`src/rtl/wordshift_pkg.sv`:
```
package wordshift_pkg;
    typedef enum logic [1:0] {
        SH_LOGIC = 2'b00,
        SH_ARITH = 2'b01,
        SH_CIRC  = 2'b10,
        SH_PASS  = 2'b11
    } shmode_e;

    typedef struct packed {
        logic [7:0] word;
        logic       carry;
    } shres_s;
endpackage

```
`src/rtl/shift_left_core.sv`:
```
module shift_left_core #(
    parameter int WIDTH = 8
) (
    input  logic [WIDTH-1:0] op,
    input  logic             circ,
    output logic [WIDTH-1:0] word,
    output logic             out_bit
);
    localparam int MSB = WIDTH - 1;
    logic fill;

    // Circular mode feeds the top bit back in; the others insert zero.
    assign fill    = circ ? op[MSB] : 1'b0;
    assign word    = {op[MSB-1:0], fill};
    assign out_bit = op[MSB];
endmodule

```
`src/rtl/shift_right_core.sv`:
```
module shift_right_core #(
    parameter int WIDTH = 8
) (
    input  logic [WIDTH-1:0] op,
    input  logic             arith,
    input  logic             circ,
    output logic [WIDTH-1:0] word,
    output logic             out_bit
);
    localparam int MSB = WIDTH - 1;
    logic fill;

    always_comb begin
        if (arith)     fill = op[MSB];
        else if (circ) fill = op[0];
        else           fill = 1'b0;
    end

    assign word    = {fill, op[MSB:1]};
    assign out_bit = op[0];
endmodule

```
`src/rtl/shift_select.sv`:
```
module shift_select #(
    parameter int WIDTH = 8
) (
    input  logic [WIDTH-1:0] op,
    input  logic             dir,
    input  logic             pass,
    input  logic             held_carry,
    input  logic [WIDTH-1:0] left_word,
    input  logic             left_bit,
    input  logic [WIDTH-1:0] right_word,
    input  logic             right_bit,
    output logic [WIDTH-1:0] word,
    output logic             carry
);
    always_comb begin
        if (pass) begin
            word  = op;
            carry = held_carry;
        end else if (dir) begin
            word  = right_word;
            carry = right_bit;
        end else begin
            word  = left_word;
            carry = left_bit;
        end
    end
endmodule

```
`src/rtl/wordshift_unit.sv`:
```
module wordshift_unit
    import wordshift_pkg::*;
#(
    parameter int WIDTH = 8
) (
    input  logic             clk,
    input  logic             rst,
    input  logic             en,
    input  logic [WIDTH-1:0] operand,
    input  logic             dir,
    input  logic [1:0]       mode,
    output logic [WIDTH-1:0] res_comb,
    output logic             cy_comb,
    output logic [WIDTH-1:0] res_q,
    output logic             cy_q
);
    typedef struct packed {
        logic [WIDTH-1:0] word;
        logic             carry;
    } state_s;

    state_s st_d, st_q;
    shmode_e mode_e;
    logic [WIDTH-1:0] lw, rw, sel_word;
    logic lb, rb, sel_carry;

    assign mode_e = shmode_e'(mode);

    shift_left_core #(.WIDTH(WIDTH)) u_left (
        .op(operand), .circ(mode_e == SH_CIRC), .word(lw), .out_bit(lb)
    );

    shift_right_core #(.WIDTH(WIDTH)) u_right (
        .op(operand), .arith(mode_e == SH_ARITH), .circ(mode_e == SH_CIRC),
        .word(rw), .out_bit(rb)
    );

    shift_select #(.WIDTH(WIDTH)) u_sel (
        .op(operand), .dir(dir), .pass(mode_e == SH_PASS),
        .held_carry(st_q.carry),
        .left_word(lw), .left_bit(lb), .right_word(rw), .right_bit(rb),
        .word(sel_word), .carry(sel_carry)
    );

    always_comb begin
        st_d = st_q;
        if (en) begin
            st_d.word  = sel_word;
            st_d.carry = sel_carry;
        end
    end

    always_ff @(posedge clk) begin
        if (rst) st_q <= '0;
        else     st_q <= st_d;
    end

    assign res_comb = sel_word;
    assign cy_comb  = sel_carry;
    assign res_q    = st_q.word;
    assign cy_q     = st_q.carry;
endmodule

```
`config.mk`:
```
export PLATFORM = sky130hd
export DESIGN_NAME = wordshift_unit
export DESIGN_NICKNAME = d
export VERILOG_FILES = /design/src/rtl/wordshift_pkg.sv /design/src/rtl/shift_left_core.sv /design/src/rtl/shift_right_core.sv /design/src/rtl/shift_select.sv /design/src/rtl/wordshift_unit.sv
export SDC_FILE = /design/constraint.sdc
export NUM_CORES = 1
export LEC_CHECK = 0
export BUFFER_PORTS_ARGS = -buffer_cell sky130_fd_sc_hd__buf_2
export CAP_MARGIN = 0
export CORE_MARGIN = 10
export CORE_UTILIZATION = 44
export CTS_CLUSTER_DIAMETER = 50
export CTS_CLUSTER_SIZE = 24
export DETAILED_ROUTE_END_ITERATION = 10
export GPL_TIMING_DRIVEN = 1
export PLACE_DENSITY = 0.77
export SLEW_MARGIN = 20
export SYNTH_ARGS = -nofsm -noshare
export SYNTH_HDL_FRONTEND = slang
export SYNTH_SLANG_ARGS = --single-unit
export TNS_END_PERCENT = 20
```
`constraint.sdc`:
```
create_clock -name clk -period 1.4 [get_ports clk]
set_input_delay 0.28 -clock clk [delete_from_list [all_inputs] [get_ports clk]]
set_output_delay 0.28 -clock clk [all_outputs]
set_load 0.05 [all_outputs]
```
==> parameters.txt, run 1 <==
Parameter                              Value

Floorplan
  Number of top-level pins    32
  Die height    between 50 and 60 µm
  Effective utilization at floorplan    45.5%
  CORE AREA    1490 µm²
  Width of the chip    59.2 µm
  Floorplan die area    around 3500 µm²
  Cell Rows    14

Timing
  Post-route setup TNS    0 ns
  Slew @ Worst Pin    between 0.3 and 0.4 ns
  Period Utilization, post-route    99.0%
  Final setup vio count    0
  Number of hold violations in the final report    0
  Post-layout minimum cycle time    1.39 ns
  Setup skew after layout    0 ns
  Setup repair after global routing missed its margin    true
  Fmax    722 MHz
  Count of final max-slew check failures    0
  Relative slew slack    78.2%

Drt
  Routed length per instance    15.3 µm
  Antenna violation net count after detailed routing    0
  Overall via count from detail_route    689
  DRC violation total after the first TritonRoute iteration    11
  DRC violation count after routing    0
  Via-per-instance ratio    5.43
  Post-detailed-routing wire length    slightly below 2000 µm
  Number of iterations in the first detailed-routing pass    3

Placement
  Post-detail-place hpwl    1530 µm
  Port buffer count    31
  Final Wtd Congestion    0.814

Synthesis
  Gate count of the mapped netlist    74
  Mean post-synth cell area    9.15 µm²
  Number of synthesis warnings    0
  Post-synth cell types    28
  Proportion of synthesized chip area in sequential cells    26.6%
  Netlist Area Pre-Place    a little under 700 µm²
  Synthesized net count    88
  Count of state elements after synthesis    9

Global route
  First-pass GRT wire length    3030 µm
  Largest net degree at the start of global routing    19
  Initial antenna violation count    0
  GRT Residual Overflow    0
  Via count of the first global-routing pass    between 700 and 800
  Total Routing Usage GR    between 10% and 20%

Hold path
  Min-delay worst type    input port to flop
  Cell depth of the worst min-delay path    2

Finish
  Fraction of layout cells with a size suffix above 1    55.0%
  Area added between synthesis and finish    43.4%
  Net count of the finished layout    126
  Utilization after layout    65.2%
  Antenna Diode Count    0

Critical path
  Element type at the critical path end    output pin
  Reg-to-reg startpoint    cy_q
  Setup slack of the worst register-to-register path    0.67 ns
  Most Frequent Cell on Critical Path    buf_2
  Worst stage delay on the critical path    0.26 ns
  Maximum fanout along the worst path    7
  Endpoint of the most critical setup path    res_comb[6]
  Worst setup path startpoint    mode[1]
  Worst R2R Path Depth    2
  Startpoint types    input port
  Library cell contributing the largest single delay on the critical path    buf_2
  Endpoint of the lowest-slack register-to-register path    cy_q
  Worst Path Class, Setup    input port to output pin
  Required @ worst endpoint    1.12 ns
  CP Cell Sequence    buf_2 > buf_4 > nand3b_1 > o21a_1 > buf_2
  Data arrival at the endpoint of the critical path    1.11 ns

Pwr
  Leakage power figure    around 0.44 nW
  PD cells    936 nW/µm²
  Max IR drop VDD    ~0.47 mV

Clocking
  Clock insertion delay at the later pin of the skew report    0.26 ns
  H-Tree Depth    1
  Total clock sinks    9
  Clock-pin slew on the worst setup and hold paths    0.06 ns
  TritonCTS clock tree    done
  Bufs on Longest Clock Path    2
  Hold buffer count at CTS    0
  TritonCTS Buffers    3
  Root Buffer Master    clkbuf_4

Run
  Number of maximum-capacitance constraint violations    0

Run status
  Run status    complete, no violations
## kinds of logic after synthesis
family                 count (synthesis)  share of synthesized area [%]
AOI/OAI and AO/OA                     26                           28.8
and+or+nand+nor                       24                           22.7
DFF                                    9                           26.6
buffers and inverters                  8                           7.58
muxes                                  7                           14.2
## cell usage in the layout, fill, tap and decap left out, drive strengths merged, types with 2 or more instances in the layout
master	synthesis	routed
clkbuf	1	5
a31oi	2	2
mux2	6	6
o21a	6	6
nand2	3	3
buf	6	39
o211ai	6	6
nand2b	6	6
a21oi	8	8
nor2	3	3
dfxtp	9	9
a311oi	3	3
nand3b	6	6
and2	2	2
## routing by layer
layer / vias up / global-route usage, % / share of wire [%]
li1: 348 / - / -
met1: 319 / 10.9 / 40
met5: - / 0 / 0
met4: 0 / 6.89 / 2.4
met3: 5 / 2.79 / 4.6
met2: 17 / 19.2 / 53
## cell usage after synthesis (all sizes together)
cell type	instances	area (µm²)
nand3	1	5.00
a31oi	2	12.5
nor2	3	11.3
o21ai	1	5.00
o21a	6	45.0
nand3b	6	45.0
and4b	1	10.0
buf	6	42.5
and2	2	12.5
mux2i	1	10.0
inv	1	3.75
a21oi	8	40.0
mux2	6	86.3
a311oi	3	32.5
o211ai	6	60.1
clkbuf	1	5.00
nand2b	6	37.5
nor3b	1	12.5
nand2	3	13.8
dfxtp	9	180
and3	1	6.26
## final cells by class
cell class	instances	area, µm²
fillers	135	518
multi-input cells	57	487
repair buffers	40	254
flip-flops and latches	9	180
clock buffers	4	26.3
well taps	16	20.0
inverters	1	3.75
## where the power goes
part           internal (mW)  total, mW  switching (mW)
sequential             0.275      0.284         0.00873
combinational          0.147      0.419           0.272
clock                  0.110      0.207          0.0966
total                  0.532      0.909           0.377
## critical path: cells and delay by family
family	cells	cell delay (ns)
AND/OR/NAND/NOR	1	0.14
AO/OA/AOI/OAI	1	0.14
buffers and inverters	3	0.55
## flip-flops by register name, summed over array words and instances, names as in the netlist
register and cells:
res_q 8, cy_q 1
## metrics by stage
stage / total power [mW] / hold WS (ns) / instance area [µm²] / setup WS (ns) / cells
4_1_cts: 0.898 / 0.306 / 922 / 0.00494 / 126
5_1_grt: 0.951 / 0.316 / 971 / -0.0171 / 127
2_1_floorplan: 0.584 / 0.513 / 688 / 0.00757 / 74
3_3_place_gp: 0.676 / 0.456 / 876 / -0.167 / 122
3_5_place_dp: 0.682 / 0.461 / 876 / -0.190 / 122
6_report: 0.909 / 0.305 / 971 / 0.0144 / 127
## worst min path at each step
stage	from	end	slack [ns]
CTS	rst	res_q[2]	0.31
floorplan	operand[1]	res_q[0]	0.51
detailed placement	res_q[6]	res_q[6]	0.46
finish	rst	res_q[6]	0.30
global placement	res_q[6]	res_q[6]	0.46
global route	rst	res_q[6]	0.32
## what timing repair did
item / CTS / global route
gates resized for setup: 7 / 10
endpoints found under the setup margin: 9 / 8
cloned: 0 / 0
buffers inserted: 0 / 1
pin swaps: 0 / 1
Note: power is estimated with default switching activity, not from simulation.
==> run 2, diff against run 1 <==
--- a/config.mk
+++ b/config.mk
@@ -8,12 +8,12 @@
 export BUFFER_PORTS_ARGS = -buffer_cell sky130_fd_sc_hd__buf_2
 export CAP_MARGIN = 0
 export CORE_MARGIN = 10
-export CORE_UTILIZATION = 44
+export CORE_UTILIZATION = 48
 export CTS_CLUSTER_DIAMETER = 50
 export CTS_CLUSTER_SIZE = 24
 export DETAILED_ROUTE_END_ITERATION = 10
 export GPL_TIMING_DRIVEN = 1
-export PLACE_DENSITY = 0.77
+export PLACE_DENSITY = 0.83
 export SLEW_MARGIN = 20
 export SYNTH_ARGS = -nofsm -noshare
 export SYNTH_HDL_FRONTEND = slang
==> constraint.sdc (replaced) <==
create_clock -name clk -period 1.6 [get_ports clk]
set_input_delay 0.32 -clock clk [delete_from_list [all_inputs] [get_ports clk]]
set_output_delay 0.32 -clock clk [all_outputs]
set_load 0.05 [all_outputs]
==> run 2 against run 1 <==
  * Die area down 5.6%
  * Sequential share of layout area up 0.93 points
  * Largest cell class unchanged
  * Largest power group unchanged
  * Total power down 15%
  * Core utilization up 5.0 points
  * Critical endpoint is now res_comb[3]
  * Final cell count down 3.1%
==> parameters.txt, run 2 (synthesized netlist as in run 1, its figures left out) <==
Parameter                              Value

Run status
  Run status    complete, no violations (unchanged)

Pwr
  Max IR drop VDD    0.365 mV (was 0.467 mV)
  Leakage power figure    0.421 nW (was 0.441 nW)
  PD cells    834 nW/µm² (was 936 nW/µm²)

Finish
  Leading cell type in the layout, fill and taps excluded    buf_2 (unchanged)
  Net count of the finished layout    123 (was 126)
  Reg area    180 µm² (unchanged)
  Fraction of layout cells with a size suffix above 1    50.9% (was 55.0%)
  Number of flip-flops under the largest register name    8 (unchanged)
  Count of filler cells inserted in the layout    102 (was 135)
  Commonest non-fill, non-tap cells in the layout    29 x buf_2, 9 x dfxtp_1, 7 x a21oi_1 (was 26 x buf_2, 9 x dfxtp_1, 9 x buf_4, 7 x a21oi_1)
  Final design instance area without fill    925 µm² (was 971 µm²)
  Final cell count without fillers    123 (was 127)
  Area added between synthesis and finish    36.6% (was 43.4%)
  Area of the multi-input gates    462 µm² (was 487 µm²)
  Antenna Diode Count    0 (unchanged)
  Utilization after layout    70.2% (was 65.2%)

Run
  Number of maximum-capacitance constraint violations    0 (unchanged)

Placement
  Placed cell count    119 (was 122)
  Cell area after placement    877 µm² (was 876 µm²)
  Post-detail-place hpwl    1400 µm (was 1530 µm)
  Port buffer count    31 (unchanged)
  Final Wtd Congestion    0.804 (was 0.814)

Critical path
  Data arrival at the endpoint of the critical path    1.23 ns (was 1.11 ns)
  CP Cell Sequence    buf_4 > mux2_2 > o21a_1 > buf_2 (was buf_2 > buf_4 > nand3b_1 > o21a_1 > buf_2)
  Required @ worst endpoint    1.28 ns (was 1.12 ns)
  Maximum fanout along the worst path    7 (unchanged)
  Library cell contributing the largest single delay on the critical path    mux2_2 (was buf_2)
  Element type at the critical path end    output pin (unchanged)
  Worst Path Class, Setup    input port to output pin (unchanged)
  Startpoint types    input port (unchanged)
  Cell type group with the largest total delay on the critical path    buffers and inverters (unchanged)
  Worst Path Buf+Inv    2 (was 3)
  Worst stage delay on the critical path    0.36 ns (was 0.26 ns)

Floorplan
  Floorplan die area    3310 µm² (was 3510 µm²)
  Width of the chip    57.6 µm (was 59.2 µm)
  Cell Rows    13 (was 14)
  Effective utilization at floorplan    51.4% (was 45.5%)
  Number of top-level pins    32 (unchanged)
  Die height    57.6 µm (was 59.2 µm)
  CORE AREA    1320 µm² (was 1490 µm²)

Timing
  Number of hold violations in the final report    0 (unchanged)
  Count of final max-slew check failures    0 (unchanged)
  Post-layout minimum cycle time    1.55 ns
  Setup skew after layout    0 ns (unchanged)
  Period Utilization, post-route    about 97%
  Final setup vio count    0 (unchanged)
  Slew @ Worst Pin    0.309 ns (was 0.317 ns)
  Worst hold slack after final layout    0.347 ns (was 0.305 ns)
  Post-route setup TNS    0 ns (unchanged)
  Relative slew slack    79.4% (was 78.2%)
  Fmax    646 MHz

Drt
  Antenna violation net count after detailed routing    0 (unchanged)
  Number of iterations in the first detailed-routing pass    4 (was 3)
  Post-detailed-routing wire length    1800 µm (was 1950 µm)
  Overall via count from detail_route    677 (was 689)
  Via-per-instance ratio    5.50 (was 5.43)
  Routed length per instance    14.6 µm (was 15.3 µm)
  DRC violation total after the first TritonRoute iteration    16 (was 11)
  DRC violation count after routing    0 (unchanged)

Global route
  First-pass GRT wire length    3000 µm (was 3030 µm)
  Initial antenna violation count    0 (unchanged)
  Total Routing Usage GR    11.1% (was 10.8%)
  Via count of the first global-routing pass    675 (was 701)
  GRT Residual Overflow    0 (unchanged)
  Largest net degree at the start of global routing    19 (unchanged)

Clocking
  TritonCTS clock tree    done (unchanged)
  Clock insertion delay at the later pin of the skew report    0.25 ns (was 0.26 ns)
  Number of buffers added for setup after CTS    0 (unchanged)
  H-Tree Depth    1 (unchanged)
  Clock-pin slew on the worst setup and hold paths    0.06 ns (about the same)
  Total clock sinks    9 (unchanged)
  Bufs on Longest Clock Path    2 (unchanged)
  Root Buffer Master    clkbuf_4 (unchanged)
  TritonCTS Buffers    3 (unchanged)

Hold path
  Min-delay worst type    input port to flop (unchanged)
[run 2: cell count changes in the layout (fill, tap and decap cells not counted), sizes merged]
| cell | delta |
|---|---|
| buf | -2 |
| clkbuf | -1 |
[run 2: power by group]
group	switching (mW)	internal [mW]	leakage (nW)	total (mW)
combinational	0.231	0.116	0.331	0.347
clock	0.0798	0.0961	0.0150	0.176
sequential	0.00717	0.240	0.0745	0.248
[run 2: path summary, 6_finish.rpt]
check                           startpoint          end  slack (ns)  depth (start not counted)
worst min register to register    res_q[3]     res_q[3]        0.47                          2
worst max-delay path                   dir  res_comb[3]        0.05                          4
worst max register to register        cy_q         cy_q        0.86                          2
worst min-delay path                   rst     res_q[4]        0.35                          2
[run 2: area by class of cell]
class / count / share of cell area, %
repair buffers: 37 / 25.3
inverters: 1 / 0.406
well taps: 15 / 2.03
multi-input cells: 57 / 49.9
clock buffers: 4 / 2.84
flip-flops and latches: 9 / 19.5
[run 2: metrics by stage]
stage               worst slack (ns)  power (mW)
floorplan                     0.0675       0.508
global placement            -0.00237       0.589
detailed placement           -0.0120       0.593
CTS                           0.0331       0.775
global route                 -0.0167       0.818
finish                        0.0513       0.771
[run 2: metal layers]
layer	routed length [µm]	part of all wire, %	global-route usage (%)	up-vias
met2	855	48	17.2	22
li1	-	-	-	341
met3	145	8.1	3.76	2
met5	0	0	0	-
met4	27	1.5	8.72	0
met1	769	43	12.1	312
[run 2: timing repair]
| item | 4_1_cts | 5_1_grt |
|---|---|---|
| gates resized for setup | 1 | 5 |
| hold buffers | 0 | 0 |
| pin swaps | 0 | 0 |
| endpoints found under the setup margin | 2 | 1 |
==> run 3, diff against run 2 <==
--- a/config.mk
+++ b/config.mk
@@ -8,12 +8,13 @@
 export BUFFER_PORTS_ARGS = -buffer_cell sky130_fd_sc_hd__buf_2
 export CAP_MARGIN = 0
 export CORE_MARGIN = 10
-export CORE_UTILIZATION = 48
+export CORE_UTILIZATION = 44
 export CTS_CLUSTER_DIAMETER = 50
 export CTS_CLUSTER_SIZE = 24
 export DETAILED_ROUTE_END_ITERATION = 10
 export GPL_TIMING_DRIVEN = 1
-export PLACE_DENSITY = 0.83
+export PLACE_DENSITY = 0.77
+export SETUP_SLACK_MARGIN = 0.3
 export SLEW_MARGIN = 20
 export SYNTH_ARGS = -nofsm -noshare
 export SYNTH_HDL_FRONTEND = slang
==> constraint.sdc (replaced) <==
create_clock -name clk -period 1.7 [get_ports clk]
set_input_delay 0.34 -clock clk [delete_from_list [all_inputs] [get_ports clk]]
set_output_delay 0.34 -clock clk [all_outputs]
set_load 0.05 [all_outputs]
==> run 3 against run 2 <==
  * Non-clock buffer count stayed put
  * Die area is 5.9% higher
  * Clock-buffer cell count stayed put
  * Highest routed layer unchanged
==> parameters.txt, run 3 (synthesized netlist as in run 1, its figures left out) <==
Parameter                              Value

Pwr
  Leakage power figure    0.460 nW (was 0.421 nW)
  Final Power    0.780 mW (was 0.771 mW)
  Max IR drop VDD    0.492 mV (was 0.365 mV)
  PD cells    758 nW/µm² (was 834 nW/µm²)

Timing
  Number of hold violations in the final report    0 (unchanged)
  Period Utilization, post-route    a little under nine tenths
  Worst setup margin    0.246 ns (was 0.0513 ns)
  Post-layout minimum cycle time    approximately 1.5 ns
  Final setup vio count    0 (unchanged)
  Relative slew slack    79.1% (was 79.4%)
  Post-route setup TNS    0 ns (unchanged)
  Count of final max-slew check failures    0 (unchanged)
  Slew @ Worst Pin    0.314 ns (was 0.309 ns)
  Setup skew after layout    0 ns (unchanged)
  Setup repair after global routing missed its margin    true
  Fmax    688 MHz

Critical path
  Data arrival at the endpoint of the critical path    1.11 ns (was 1.23 ns)
  Required @ worst endpoint    1.36 ns (was 1.28 ns)
  Startpoint types    input port (unchanged)
  Element type at the critical path end    output pin (unchanged)
  Worst Path Class, Setup    input port to output pin (unchanged)
  Maximum fanout along the worst path    5 (was 7)

Floorplan
  Floorplan die area    3510 µm² (was 3310 µm²)
  Die height    59.2 µm (was 57.6 µm)
  Number of top-level pins    32 (unchanged)
  CORE AREA    1490 µm² (was 1320 µm²)
  Effective utilization at floorplan    45.5% (was 51.4%)
  Cell Rows    14 (was 13)
  Width of the chip    59.2 µm (was 57.6 µm)

Clocking
  TritonCTS clock tree    done (unchanged)
  Bufs on Longest Clock Path    2 (unchanged)
  TritonCTS Buffers    3 (unchanged)
  Root Buffer Master    clkbuf_4 (unchanged)
  Hold buffer count at CTS    0 (unchanged)
  Number of buffers added for setup after CTS    0 (unchanged)
  Clock insertion delay at the later pin of the skew report    0.27 ns (was 0.25 ns)
  Total clock sinks    9 (unchanged)
  H-Tree Depth    1 (unchanged)
  Clock-pin slew on the worst setup and hold paths    0.07 ns (was 0.06 ns)

Placement
  Placed cell count    119 (unchanged)
  Post-Place Setup Slack    0.0211 ns (was -0.0120 ns)
  Cell area after placement    856 µm² (was 877 µm²)
  Port buffer count    31 (unchanged)
  Post-detail-place hpwl    1450 µm (was 1400 µm)
  Final Wtd Congestion    0.826 (was 0.804)

Finish
  Final design instance area without fill    1030 µm² (was 925 µm²)
  Area added between synthesis and finish    51.9% (was 36.6%)
  Net count of the finished layout    123 (unchanged)
  Commonest non-fill, non-tap cells in the layout    20 x buf_2, 11 x buf_6, 9 x dfxtp_1, 7 x a21oi_1 (was 29 x buf_2, 9 x dfxtp_1, 7 x a21oi_1)
  Fraction of layout cells with a size suffix above 1    54.6% (was 50.9%)
  Number of flip-flops under the largest register name    8 (unchanged)
  Final cell count without fillers    124 (was 123)
  Leading cell type in the layout, fill and taps excluded    buf_2 (unchanged)
  Antenna Diode Count    0 (unchanged)

Global route
  GRT Residual Overflow    0 (unchanged)
  Initial antenna violation count    0 (unchanged)
  Via count of the first global-routing pass    749 (was 675)
  First-pass GRT wire length    3280 µm (was 3000 µm)
  Largest net degree at the start of global routing    19 (unchanged)
  Total Routing Usage GR    11.8% (was 11.1%)

Drt
  DRC violation count after routing    0 (unchanged)
  Antenna violation net count after detailed routing    0 (unchanged)
  Routed length per instance    17.7 µm (was 14.6 µm)
  Via-per-instance ratio    5.73 (was 5.50)
  DRC violation total after the first TritonRoute iteration    20 (was 16)
  Post-detailed-routing wire length    2190 µm (was 1800 µm)
  Overall via count from detail_route    711 (was 677)
  Number of iterations in the first detailed-routing pass    4 (unchanged)

Run status
  Run status    complete, no violations (unchanged)

Hold path
  Min-delay worst type    input port to flop (unchanged)

Run
  Number of maximum-capacitance constraint violations    0 (unchanged)
[run 3: final cells by class]
cell class	count	area (µm²)
clock buffer	4	26.3
fill	107	460
inverter	1	3.75
multi-input combinational	57	497
sequential	9	180
tap	16	20.0
timing repair buffer	37	302
[run 3: timing repair]
action | CTS | global route
setup endpoints to repair | 9 | 9
gates resized for setup | 33 | 1
pin swaps | 5 | 0
cloned | 1 | 0
[run 3: worst paths after layout]
path / endpoint / slack (ns) / start / cells after the start
setup / recovery: res_comb[0] / 0.25 / dir / 6
hold / removal: res_q[0] / 0.37 / rst / 2
setup reg to reg: cy_q / 0.92 / cy_q / 2
hold reg to reg: res_q[4] / 0.47 / res_q[4] / 2
[run 3: critical path, cell delays in order]
cell and delay, ns:
buf_12 0.11, buf_4 0.15, nor3b_4 0.19, o21ai_2 0.08
nand2_1 0.08, buf_6 0.16
[run 3: power by group]
part	internal, mW	total [mW]	switching, mW
clock network	0.0908	0.174	0.0829
registers	0.226	0.234	0.00780
logic	0.141	0.372	0.231
total	0.459	0.780	0.321
[run 3: routing by layer]
layer  wire length (µm)  up-vias  part of all wire (%)  track usage, %
li1                   -      347                     -               -
met1                870      337                    40            11.8
met2               1150       21                    52            19.6
met3                137        6                   6.3            3.86
met4                 40        0                   1.8            9.18
met5                  0        -                     0               0
[run 3: per-stage QoR]
stage	util, %	hold slack [ns]
floorplan	-	0.573
global placement	57.5	0.455
detailed placement	57.5	0.460
CTS	68.7	0.360
global route	69.1	0.373
finish	69.1	0.372
